## src/rtl/nand_fe_pkg.sv

```systemverilog
package nand_fe_pkg;

    localparam logic [7:0] OPC_READ       = 8'h00;
    localparam logic [7:0] OPC_READ_HI    = 8'h01;
    localparam logic [7:0] OPC_READ_SPARE = 8'h50;
    localparam logic [7:0] OPC_READ_GO    = 8'h30;
    localparam logic [7:0] OPC_RAND_SETUP = 8'h05;
    localparam logic [7:0] OPC_RAND_GO    = 8'hE0;
    localparam logic [7:0] OPC_IDENT      = 8'h90;
    localparam logic [7:0] OPC_RESET      = 8'hFF;
    localparam logic [7:0] OPC_PROG       = 8'h80;
    localparam logic [7:0] OPC_PROG_GO    = 8'h10;
    localparam logic [7:0] OPC_ERASE      = 8'h60;
    localparam logic [7:0] OPC_ERASE_GO   = 8'hD0;
    localparam logic [7:0] OPC_STATUS     = 8'h70;
    localparam logic [7:0] OPC_COPY_IN    = 8'h85;

    typedef enum logic [1:0] {
        OP_READ  = 2'd0,
        OP_PROG  = 2'd1,
        OP_ERASE = 2'd2
    } arr_op_e;

    typedef enum logic [1:0] {
        OUT_NONE   = 2'd0,
        OUT_IDENT  = 2'd1,
        OUT_STATUS = 2'd2,
        OUT_ARRAY  = 2'd3
    } out_mode_e;

    typedef enum logic [3:0] {
        K_READ, K_READ_HI, K_READ_SPARE, K_IGNORE, K_RAND_SETUP, K_RAND_GO,
        K_IDENT, K_RESET, K_PROG, K_PROG_GO, K_ERASE, K_ERASE_GO, K_STATUS,
        K_COPY_IN, K_OTHER
    } cmd_kind_e;

endpackage

```

## src/rtl/nand_fe_opdecode.sv

```systemverilog
module nand_fe_opdecode
    import nand_fe_pkg::*;
#(
    parameter bit LARGE_PAGE = 1'b1
) (
    input  logic [7:0] opcode,
    input  logic [7:0] cur_cmd,
    output cmd_kind_e  kind
);

    always_comb begin
        case (opcode)
            OPC_READ:       kind = K_READ;
            OPC_READ_HI:    kind = K_READ_HI;
            OPC_READ_SPARE: kind = K_READ_SPARE;
            OPC_READ_GO:    kind = (LARGE_PAGE && cur_cmd == OPC_READ) ? K_IGNORE : K_OTHER;
            OPC_RAND_SETUP: kind = LARGE_PAGE ? K_RAND_SETUP : K_OTHER;
            OPC_RAND_GO:    kind = K_RAND_GO;
            OPC_IDENT:      kind = K_IDENT;
            OPC_RESET:      kind = K_RESET;
            OPC_PROG:       kind = K_PROG;
            OPC_PROG_GO:    kind = K_PROG_GO;
            OPC_ERASE:      kind = K_ERASE;
            OPC_ERASE_GO:   kind = K_ERASE_GO;
            OPC_STATUS:     kind = K_STATUS;
            OPC_COPY_IN:    kind = K_COPY_IN;
            default:        kind = K_OTHER;
        endcase
    end

endmodule

```

## src/rtl/nand_fe_idresp.sv

```systemverilog
module nand_fe_idresp #(
    parameter bit         LARGE_PAGE = 1'b1,
    parameter logic [7:0] MANUF_ID   = 8'h3E,
    parameter logic [7:0] DEVICE_ID  = 8'h7B,
    parameter logic [7:0] FILLER_ID  = 8'hA5
) (
    input  logic [2:0] idx,
    output logic [7:0] id_byte
);

    logic [7:0] geom_byte;

    generate
        if (LARGE_PAGE) begin : g_large
            assign geom_byte = 8'h15;
        end else begin : g_small
            assign geom_byte = 8'hC0;
        end
    endgenerate

    always_comb begin
        case (idx)
            3'd0:    id_byte = MANUF_ID;
            3'd1:    id_byte = DEVICE_ID;
            3'd2:    id_byte = FILLER_ID;
            3'd3:    id_byte = geom_byte;
            default: id_byte = 8'h00;
        endcase
    end

endmodule

```

## src/rtl/nand_fe_trigger.sv

```systemverilog
module nand_fe_trigger #(
    parameter bit LARGE_PAGE = 1'b1,
    parameter bit BIG_DEVICE = 1'b1
) (
    input  logic [2:0] cnt_now,
    input  logic [2:0] cnt_next,
    output logic       fire,
    output logic       armed
);

    localparam int CYCLES = !LARGE_PAGE ? 3 : (BIG_DEVICE ? 5 : 4);

    assign fire  = (cnt_next == 3'(CYCLES)) && (cnt_now != cnt_next);
    assign armed = (cnt_now >= 3'(CYCLES));

endmodule

```

## src/rtl/nand_cmd_frontend.sv

```systemverilog
module nand_cmd_frontend
    import nand_fe_pkg::*;
#(
    parameter bit         LARGE_PAGE = 1'b1,
    parameter bit         BIG_DEVICE = 1'b1,
    parameter logic [7:0] MANUF_ID   = 8'h3E,
    parameter logic [7:0] DEVICE_ID  = 8'h7B,
    parameter int         ROW_BITS   = 24
) (
    input  logic                clk,
    input  logic                rst_n,
    input  logic                ce_n,
    input  logic                cle,
    input  logic                ale,
    input  logic                wp_n,
    input  logic                wr_stb,
    input  logic [7:0]          din,
    input  logic                rd_stb,
    output logic [7:0]          dout,
    output logic                req_valid,
    output logic [1:0]          req_op,
    output logic [ROW_BITS-1:0] req_row,
    output logic [15:0]         req_col,
    input  logic                arr_done,
    input  logic                arr_fail,
    output logic [15:0]         rd_col,
    input  logic [7:0]          arr_rdata,
    output logic                data_we,
    output logic [7:0]          data_byte,
    output logic [15:0]         data_col
);

    localparam int ADDR_BYTES = 5;
    localparam int ADDR_W     = ADDR_BYTES * 8;
    localparam int PAGE_BYTES = LARGE_PAGE ? 2048 : 512;
    localparam int SPARE      = PAGE_BYTES / 32;
    localparam int SPAN       = PAGE_BYTES + SPARE;
    localparam int COL_W      = LARGE_PAGE ? 16 : 8;

    typedef struct packed {
        logic [7:0]          cmd;
        logic [ADDR_W-1:0]   addr;
        logic [2:0]          acnt;
        logic [15:0]         offset;
        out_mode_e           mode;
        logic [2:0]          idx;
        logic [15:0]         col;
        logic [15:0]         rem;
        logic                busy;
        arr_op_e             op;
        logic                err;
        logic                loaded;
        logic                req_valid;
        arr_op_e             req_op;
        logic [ROW_BITS-1:0] req_row;
        logic [15:0]         req_col;
        logic [7:0]          dout;
        logic                data_we;
        logic [7:0]          data_byte;
        logic [15:0]         data_col;
    } state_t;

    state_t q, d;

    cmd_kind_e  kind;
    logic [2:0] cnt_next;
    logic       fire, armed;
    logic [7:0] id_byte;

    nand_fe_opdecode #(.LARGE_PAGE(LARGE_PAGE)) u_dec (
        .opcode  (din),
        .cur_cmd (q.cmd),
        .kind    (kind)
    );

    assign cnt_next = (int'(q.acnt) < ADDR_BYTES) ? q.acnt + 3'd1 : q.acnt;

    nand_fe_trigger #(.LARGE_PAGE(LARGE_PAGE), .BIG_DEVICE(BIG_DEVICE)) u_trig (
        .cnt_now  (q.acnt),
        .cnt_next (cnt_next),
        .fire     (fire),
        .armed    (armed)
    );

    nand_fe_idresp #(
        .LARGE_PAGE (LARGE_PAGE),
        .MANUF_ID   (MANUF_ID),
        .DEVICE_ID  (DEVICE_ID),
        .FILLER_ID  (8'hA5)
    ) u_id (
        .idx     (q.idx),
        .id_byte (id_byte)
    );

    logic                go;
    arr_op_e             go_op;
    logic [ROW_BITS-1:0] go_row;
    logic [15:0]         go_col;
    logic [ADDR_W-1:0]   addr_n;
    logic [ADDR_W-1:0]   masked;
    logic [7:0]          status;

    assign status = {wp_n, ~q.busy, 5'b0, q.err};

    always_comb begin
        d      = q;
        go     = 1'b0;
        go_op  = OP_READ;
        go_row = '0;
        go_col = '0;
        addr_n = q.addr;
        masked = q.addr;
        d.req_valid = 1'b0;
        d.data_we   = 1'b0;

        for (int i = 0; i < ADDR_BYTES; i++) begin
            if (i >= int'(q.acnt)) masked[i*8 +: 8] = 8'h00;
        end

        // completion from the array engine
        if (arr_done && q.busy) begin
            d.busy = 1'b0;
            d.err  = arr_fail;
            if (q.op == OP_READ) begin
                d.loaded = 1'b1;
                d.rem    = (q.col < 16'(SPAN)) ? 16'(SPAN) - q.col : 16'd0;
                if (q.mode == OUT_NONE) d.mode = OUT_ARRAY;
            end
        end

        // bus write
        if (wr_stb && !ce_n) begin
            if (cle) begin
                case (kind)
                    K_IGNORE: ;
                    K_RAND_SETUP: begin
                        d.addr[COL_W-1:0] = '0;
                        d.acnt = '0;
                    end
                    default: begin
                        d.cmd  = din;
                        d.mode = OUT_NONE;
                        if (kind != K_RAND_GO) d.acnt = '0;
                        case (kind)
                            K_READ: begin
                                d.offset = '0;
                                if (q.loaded) d.mode = OUT_ARRAY;
                            end
                            K_READ_HI: begin
                                d.cmd    = OPC_READ;
                                d.offset = 16'h0100;
                            end
                            K_READ_SPARE: begin
                                d.cmd    = OPC_READ;
                                d.offset = 16'(PAGE_BYTES);
                            end
                            K_STATUS: d.mode = OUT_STATUS;
                            K_PROG, K_COPY_IN: d.loaded = 1'b0;
                            K_PROG_GO: begin
                                go     = wp_n;
                                go_op  = OP_PROG;
                                go_row = ROW_BITS'(q.addr >> COL_W);
                                go_col = 16'(q.addr[COL_W-1:0]);
                            end
                            K_ERASE_GO: begin
                                go     = wp_n;
                                go_op  = OP_ERASE;
                                go_row = ROW_BITS'(masked);
                            end
                            K_RAND_GO: begin
                                go     = LARGE_PAGE;
                                go_op  = OP_READ;
                                go_row = ROW_BITS'(q.addr >> COL_W);
                                go_col = 16'(q.addr[COL_W-1:0]);
                            end
                            K_RESET: d = '0;
                            default: ;
                        endcase
                    end
                endcase
            end else if (ale) begin
                if (int'(q.acnt) < ADDR_BYTES) addr_n[int'(q.acnt)*8 +: 8] = din;
                d.addr = addr_n;
                d.acnt = cnt_next;
                if (q.cmd == OPC_IDENT && cnt_next == 3'd1 && q.acnt == 3'd0) begin
                    d.mode = OUT_IDENT;
                    d.idx  = '0;
                end
                if (fire && q.cmd == OPC_READ) begin
                    go       = 1'b1;
                    go_op    = OP_READ;
                    go_row   = ROW_BITS'(addr_n >> COL_W);
                    go_col   = 16'(addr_n[COL_W-1:0]) + q.offset;
                    d.offset = '0;
                end
                if (fire && (q.cmd == OPC_PROG || q.cmd == OPC_COPY_IN)) begin
                    d.col = 16'(addr_n[COL_W-1:0]);
                end
            end else if (armed && (q.cmd == OPC_PROG || q.cmd == OPC_COPY_IN)
                         && q.col < 16'(SPAN)) begin
                d.data_we   = 1'b1;
                d.data_byte = din;
                d.data_col  = q.col;
                d.col       = q.col + 16'd1;
            end
        end

        // launch one array operation at a time
        if (go && !d.busy) begin
            d.req_valid = 1'b1;
            d.req_op    = go_op;
            d.req_row   = go_row;
            d.req_col   = go_col;
            d.busy      = 1'b1;
            d.op        = go_op;
            d.loaded    = 1'b0;
            if (go_op == OP_READ) begin
                d.mode = OUT_NONE;
                d.col  = go_col;
            end
        end

        // bus read
        if (rd_stb) begin
            d.dout = 8'h00;
            if (!ce_n) begin
                case (q.mode)
                    OUT_IDENT: begin
                        if (q.idx < 3'd4) begin
                            d.dout = id_byte;
                            d.idx  = q.idx + 3'd1;
                        end
                    end
                    OUT_STATUS: d.dout = status;
                    OUT_ARRAY: begin
                        if (q.rem != 16'd0) begin
                            d.dout = arr_rdata;
                            d.col  = q.col + 16'd1;
                            d.rem  = q.rem - 16'd1;
                        end
                    end
                    default: ;
                endcase
            end
        end
    end

    always_ff @(posedge clk) begin
        if (!rst_n) q <= '0;
        else        q <= d;
    end

    assign dout      = q.dout;
    assign req_valid = q.req_valid;
    assign req_op    = q.req_op;
    assign req_row   = q.req_row;
    assign req_col   = q.req_col;
    assign rd_col    = q.col;
    assign data_we   = q.data_we;
    assign data_byte = q.data_byte;
    assign data_col  = q.data_col;

endmodule

```

## config.mk

```make
export PLATFORM = sky130hd
export DESIGN_NAME = nand_cmd_frontend
export DESIGN_NICKNAME = d
export VERILOG_FILES = /design/src/rtl/nand_fe_pkg.sv /design/src/rtl/nand_fe_opdecode.sv /design/src/rtl/nand_fe_idresp.sv /design/src/rtl/nand_fe_trigger.sv /design/src/rtl/nand_cmd_frontend.sv
export SDC_FILE = /design/constraint.sdc
export NUM_CORES = 1
export LEC_CHECK = 0
export BUFFER_PORTS_ARGS = -buffer_cell sky130_fd_sc_hd__buf_2
export CELL_PAD_IN_SITES_DETAIL_PLACEMENT = 1
export CELL_PAD_IN_SITES_GLOBAL_PLACEMENT = 1
export CORE_MARGIN = 2
export CORE_UTILIZATION = 45
export CTS_BUF_LIST = sky130_fd_sc_hd__clkbuf_8
export CTS_CLUSTER_DIAMETER = 200
export DETAILED_ROUTE_END_ITERATION = 12
export HOLD_SLACK_MARGIN = 0.1
export PLACE_DENSITY_LB_ADDON = 0.1
export RECOVER_POWER = 50
export SLEW_MARGIN = 20
export SYNTH_ARGS = -nofsm -noshare
export SYNTH_HDL_FRONTEND = slang
export SYNTH_SLANG_ARGS = --single-unit
```

## constraint.sdc

```tcl
create_clock -name clk -period 5.2 [get_ports clk]
set_input_delay 0.26 -clock clk [delete_from_list [all_inputs] [get_ports clk]]
set_output_delay 0.26 -clock clk [all_outputs]
set_load 0.1 [all_outputs]
```

Word level (Yosys, flattened, before mapping)

Cells that the tools add are included.

Equality and inequality tests: 46
Bitwise logic cells: 3
Reductions and logical operators: 47
$lt $le $gt $ge: 7
Muxes and demuxes: 83
$add $sub $neg: 7
Shifts and indexed selects: 2

Operators with widths:

| cell                      | number |
|---|---|
| $mux W16                  | 14 |
| $mux W40                  | 4 |
| $mux W24                  | 6 |
| $mux W134                 | 1 |
| $mux W118                 | 1 |
| $mux W43                  | 2 |
| $mux W80                  | 1 |
| $mux W25                  | 3 |
| $mux W75                  | 1 |
| $eq A8 B8 Y1 const B      | 9 |
| $mux W72                  | 1 |
| $mux W35                  | 2 |
| $mux W32                  | 2 |
| $mux W64                  | 1 |
| $mux W8                   | 8 |
| $pmux W4 S14              | 1 |
| $pmux W16 S3              | 1 |
| $pmux W24 S2              | 1 |
| $bwmux W40                | 1 |
| $shift A8 B33 Y40 const A | 1 |
| $shiftx A8 B33 Y40        | 1 |
| $mux W39                  | 1 |
| $pmux W19 S2              | 1 |
| $neg A6 Y33               | 1 |
| 57 further kinds          | 130 |

Output and inout bits: 92
Register bits: 185
Bits of input ports: 26

Longest topological paths before layout

Depth in word-level cells: 18
Depth in mapped cells: 17
Mapped depth without buffers: 15

Cells and area by module

From an unflattened synthesis, not the netlist that was laid out.

Cells, all modules: 1,386
Area, all modules: 10,726.5 um^2

By module, submodules not included:

| module            | instances | sequential area each (um^2) | area an instance (um^2) | cells an instance |
|---|---|---|---|---|
| nand_cmd_frontend | 1         | 3,383.2                     | 10,232.3                | 1,311 |
| nand_fe_opdecode  | 1         | 0.0                         | 410.4                   | 61 |
| nand_fe_idresp    | 1         | 0.0                         | 53.8                    | 10 |
| nand_fe_trigger   | 1         | 0.0                         | 30.0                    | 4 |

Worst setup path after synthesis

No wires, ideal clock.

Path type: flip-flop to flip-flop
Start: register q[134] (netlist name)
End: register q (netlist bit req_col[15])
Path slack: 1.465 ns
Stages on the path, launching flop included: 17
Clock period less this slack: 3.735 ns
Data required time: 5.068 ns
Arrival time: 3.604 ns
Library setup time: 0.132 ns
Path through: dfxtp_1 > clkbuf_1 > inv_1 > ha_1 > ha_1 > and2_1 > nand3_1 > buf_2 > o21ai_0 > ha_1 > nand2_1 > o41a_1 > o31ai_1 > nand3_1 > xor2_1 > a221oi_1 > nor3_1

Cells in the longest elaborated chain, start to end: 13
Elaborated cells on any way between the ends: 31

RTL lines:

| element                                                 | RTL line                 | source |
|---|---|---|
| start: declaration                                      | nand_cmd_frontend.sv:63  | `state_t q, d;` |
| start signal: assignment                                | nand_cmd_frontend.sv:249 | `if (!rst_n) q <= '0;` |
| start signal: assignment                                | nand_cmd_frontend.sv:250 | `else q <= d;` |
| $neg A6 Y33                                             | nand_cmd_frontend.sv:182 | `if (int'(q.acnt) < ADDR_BYTES) addr_n[int'(q.acnt)*8 +: 8] = din;` |
| $shiftx A8 B33 Y40 or $shift A8 B33 Y40 (tied branches) | nand_cmd_frontend.sv:182 |  |
| $bwmux W40                                              | nand_cmd_frontend.sv:182 |  |
| $mux W40                                                | nand_cmd_frontend.sv:182 |  |
| $mux W40                                                | nand_cmd_frontend.sv:181 | `end else if (ale) begin` |
| $mux W40                                                | nand_cmd_frontend.sv:133 | `if (cle) begin` |
| $mux W40                                                | nand_cmd_frontend.sv:132 | `if (wr_stb && !ce_n) begin` |
| $add A16 B16 Y16                                        | nand_cmd_frontend.sv:193 | `go_col = 16'(addr_n[COL_W-1:0]) + q.offset;` |
| $mux W16                                                | nand_cmd_frontend.sv:189 | `if (fire && q.cmd == OPC_READ) begin` |
| $mux W16                                                | nand_cmd_frontend.sv:181 |  |
| $mux W16                                                | nand_cmd_frontend.sv:133 |  |
| $mux W16                                                | nand_cmd_frontend.sv:132 |  |
| $mux W43                                                | nand_cmd_frontend.sv:209 | `if (go && !d.busy) begin` |

Parallel ways exist; a longest one is shown, timed or not. The select of a mux whose other input is x is not followed.
A chain may end at the register's enable or synchronous reset.

Worst setup path after layout

Start: register q[134] (netlist name)
End: register q (netlist bit req_col[9])

Same word-level chain as after synthesis.

==> metrics.txt <==
yosys warns=0; Slew HR=2.74%; vias in the first global route=10211; gr usage total=30.8%; post-synth cell types=81; setup violators final=0; total negative slack=0 ns; DR vias=10354; # resized after CTS=0; Levels on crit path=9; first-pass GRT wire length=58400 um; minimum clock period=4.71 ns; Primary FF master, synth=dfxtp_1; CP startpoint=q[134]$_SDFFE_PN0P_; worst hold path startpoint=arr_rdata[1]; period utilization=90.6%; PortBufs=117; delay-heaviest family, CP=simple AND/OR/NAND/NOR gates; DRT iter0 DRCs=915; crit-path max FO=38; top cell type's share of synthesized area=32.5%; Max Fclk=0.212 GHz; r2r worst-path depth=9; CTS tree=done; Combinational Power Share=9.5%; crit path cell chain=inv_1 > ha_1 > nor2_1 > o21ai_0 > o311ai_0 > nand3_2 > and3_1 > a21oi_1 > nor2_1; CP max stage delay=1.10 ns; #FFs+latches synth=169; Clock Tree Root=clkbuf_8; Synth area leaders=dfxtp_1 (32%), buf_4 (6.6%), nor2_1 (6.0%); Pleak=3.87 nW; antenna violations before repair=0; DRC errors left=0; VDD IR max=0.135 mV; r2r endpoint=req_col[9]$_SDFFE_PN0P_; Final Hold Viols=0; internal power=0.00177 W; crit end category=register; worst r2r src=q[134]$_SDFFE_PN0P_; layout cells sized above 1=7.40%; clock sink count=169; number of synthesized flops with an enable pin=0; core area=22700 um^2; Flop pwr share=51.5%; nets=1383; Die Width=156 um; worst setup path end=req_col[9]$_SDFFE_PN0P_; PnR worst setup slack=0.491 ns; Clock Tree Buf Depth=2; Worst-Skew Late Latency=0.48 ns; Hold Path Class=in2reg; RePlAce Congestion=0.905; Ports=118; WP buf/inv=1; row count=55; Worst EP arrival=5.05 ns; starting density of the core=45.9%; clock network power share=39.0%; Die Footprint=24400 um^2; Mapped Area=10400 um^2; antenna viol nets, final=0; Tot Pwr=0.00256 W; post-CTS setup buffer count=0; Place WS=0.751 ns; r2r setup slk=0.49 ns; net load switching power=0.000781 W; Reg clk slew, reported paths=0.10 ns; cell repeated most along the worst path=nor2_1; fin. max-slew vios=0; DR pass1 iterations=5; Slowest-stage cell, CP=o311ai_0; syn_nets=1406; Worst-Margin Slew=1.46 ns; vias per cell=6.33; htree depth=4; P per Cell Area=238 nW/um^2; CP Launch Type=register; largest net degree at the start of global routing=74; Max-Cap Viols=0; sequential fraction of the synthesis area=32.5%; dpl hpwl=26500 um; Crit Path Class=reg2reg; Post-Synthesis Cells=1361; status=complete, no violations; wire length per cell=22.9 um; RSZ-0062 raised after global routing=false; WL final=37500 um; asr flop ratio synth=0%; cell accounting for the most synthesized area=dfxtp_1; Antenna diodes=0; Area growth, synth to finish=2.89%; Die Y=156 um; syn_area_per_cell=7.66 um^2; clock skew=0.0194 ns; global route total overflow=0; CP required=5.54 ns; number of buffers created by CTS=17; switching share of power=30.6%
worst min path at each step:
stage,endpoint,slack (ns),cells after the start
final,dout[1]$_SDFFE_PN0P_,0.13,5
after global routing,dout[1]$_SDFFE_PN0P_,0.16,5
after CTS,dout[1]$_SDFFE_PN0P_,0.12,5
after detailed placement,data_col[15]$_SDFFE_PN0P_,0.42,2
after global placement,data_col[13]$_SDFFE_PN0P_,0.41,2
after floorplan,q[77]$_SDFF_PN0_,0.41,2
stage by stage:
step	util, %	hold slack, ns	std cells	area, um^2
2_1_floorplan	-	0.407	1361	10400
3_3_place_gp	46.0	0.412	1601	10400
3_5_place_dp	46.0	0.416	1601	10400
4_1_cts	47.8	0.117	1635	10900
5_1_grt	47.2	0.157	1636	10700
6_report	47.2	0.130	1636	10700
flip-flops by register name, summed over array words and instances, names as in the netlist:
| register | count |
|---|---|
| req_valid | 1 |
| req_col | 16 |
| rd_col | 16 |
| q | 79 |
| dout | 8 |
| data_byte | 8 |
| data_we | 1 |
| data_col | 16 |
| req_row | 24 |
timing repair:
| item | 4_1_cts | 5_1_grt |
|---|---|---|
| hold buffers | 2 | 0 |
| hold endpoints to repair | 1 | 0 |
| endpoints found under the setup margin | 0 | 0 |
layer usage:
metal | global-route usage (%) | vias to the layer above | routed length [um]
met4 | 14.0 | 0 | 1400
met5 | 0 | - | 0
met1 | 39.8 | 5130 | 16300
met2 | 51.0 | 381 | 17600
met3 | 4.56 | 101 | 2100
li1 | - | 4742 | -
cells in the final DEF (no fill, tap or decap), types with 6 or more instances in the layout:
master,count
a22oi_1,63
buf_4,13
o211ai_1,7
a21o_1,6
a221oi_1,15
a31oi_1,11
and2_1,16
inv_1,27
o21a_1,24
nand3_1,45
or4_1,6
nor3_1,33
xor2_1,18
nand2_1,159
ha_1,19
and3_1,25
or3_1,9
nand2b_1,11
o21ai_0,60
nand4_1,8
a211oi_1,10
nor2_1,166
buf_2,25
mux2_2,7
a21oi_1,93
xnor2_1,23
dfxtp_1,169
clkbuf_8,19
nor4_1,15
o31ai_1,11
clkbuf_1,96
inv_6,6
mux2i_1,16
a32oi_1,6
cell usage after synthesis, drive strengths merged, types with 6 or more instances:
| cell | count |
|---|---|
| and2 | 17 |
| o21ai | 61 |
| clkbuf | 61 |
| nor2 | 166 |
| nand2b | 11 |
| ha | 19 |
| o21a | 24 |
| buf | 118 |
| mux2i | 16 |
| o31ai | 11 |
| o211ai | 7 |
| nand3 | 47 |
| and3 | 26 |
| dfxtp | 169 |
| nor3 | 34 |
| mux2 | 7 |
| nand4 | 8 |
| a21o | 6 |
| a221oi | 15 |
| xnor2 | 23 |
| nand2 | 159 |
| a32oi | 6 |
| inv | 28 |
| or4 | 8 |
| a22oi | 63 |
| a21oi | 94 |
| a211oi | 10 |
| a31oi | 11 |
| nor4 | 18 |
| or3 | 9 |
| xor2 | 18 |
cells by family (layout without fill, tap and decap cells):
logic type               Yosys count  in the layout  share of synthesized area (%)
AO/OA/AOI/OAI                    366            366                           23.8
XOR/XNOR                          41             41                           3.44
adder cells (fa/ha/maj)           19             19                           2.28
buffers and inverters            208            198                           11.2
flip-flops                       169            169                           32.5
multiplexers                      23             23                           2.29
other                              1              1                         0.0360
AND/OR/NAND/NOR                  534            534                           24.5
worst register-to-register path: stages, from the launching register on:
cell,delay [ns]
dfxtp_1,0.72
inv_1,0.22
ha_1,0.47
nor2_1,0.27
o21ai_0,0.24
o311ai_0,1.10
nand3_2,0.85
and3_1,0.53
a21oi_1,0.13
nor2_1,0.05
area by class of cell:
class	count	area, um^2
fill	2895	12000
multi-input combinational	984	5860
clock inverter	14	149
inverter	29	110
tap	285	357
clock buffer	18	248
sequential	169	3380
timing repair buffer	137	617
power groups by stage:
| stage | Sequential, W | Clock [W] | Combinational, W |
|---|---|---|---|
| 4_1_cts | 0.00131 | 0.00101 | 0.000243 |
| 3_3_place_gp | 0.00134 | 0 | 0.000237 |
| 5_1_grt | 0.00132 | 0.00107 | 0.000260 |
| 2_1_floorplan | 0.00134 | 0 | 0.000178 |
| 3_5_place_dp | 0.00134 | 0 | 0.000241 |
| 6_report | 0.00131 | 0.000997 | 0.000244 |
(Power assumes the default switching activity.)
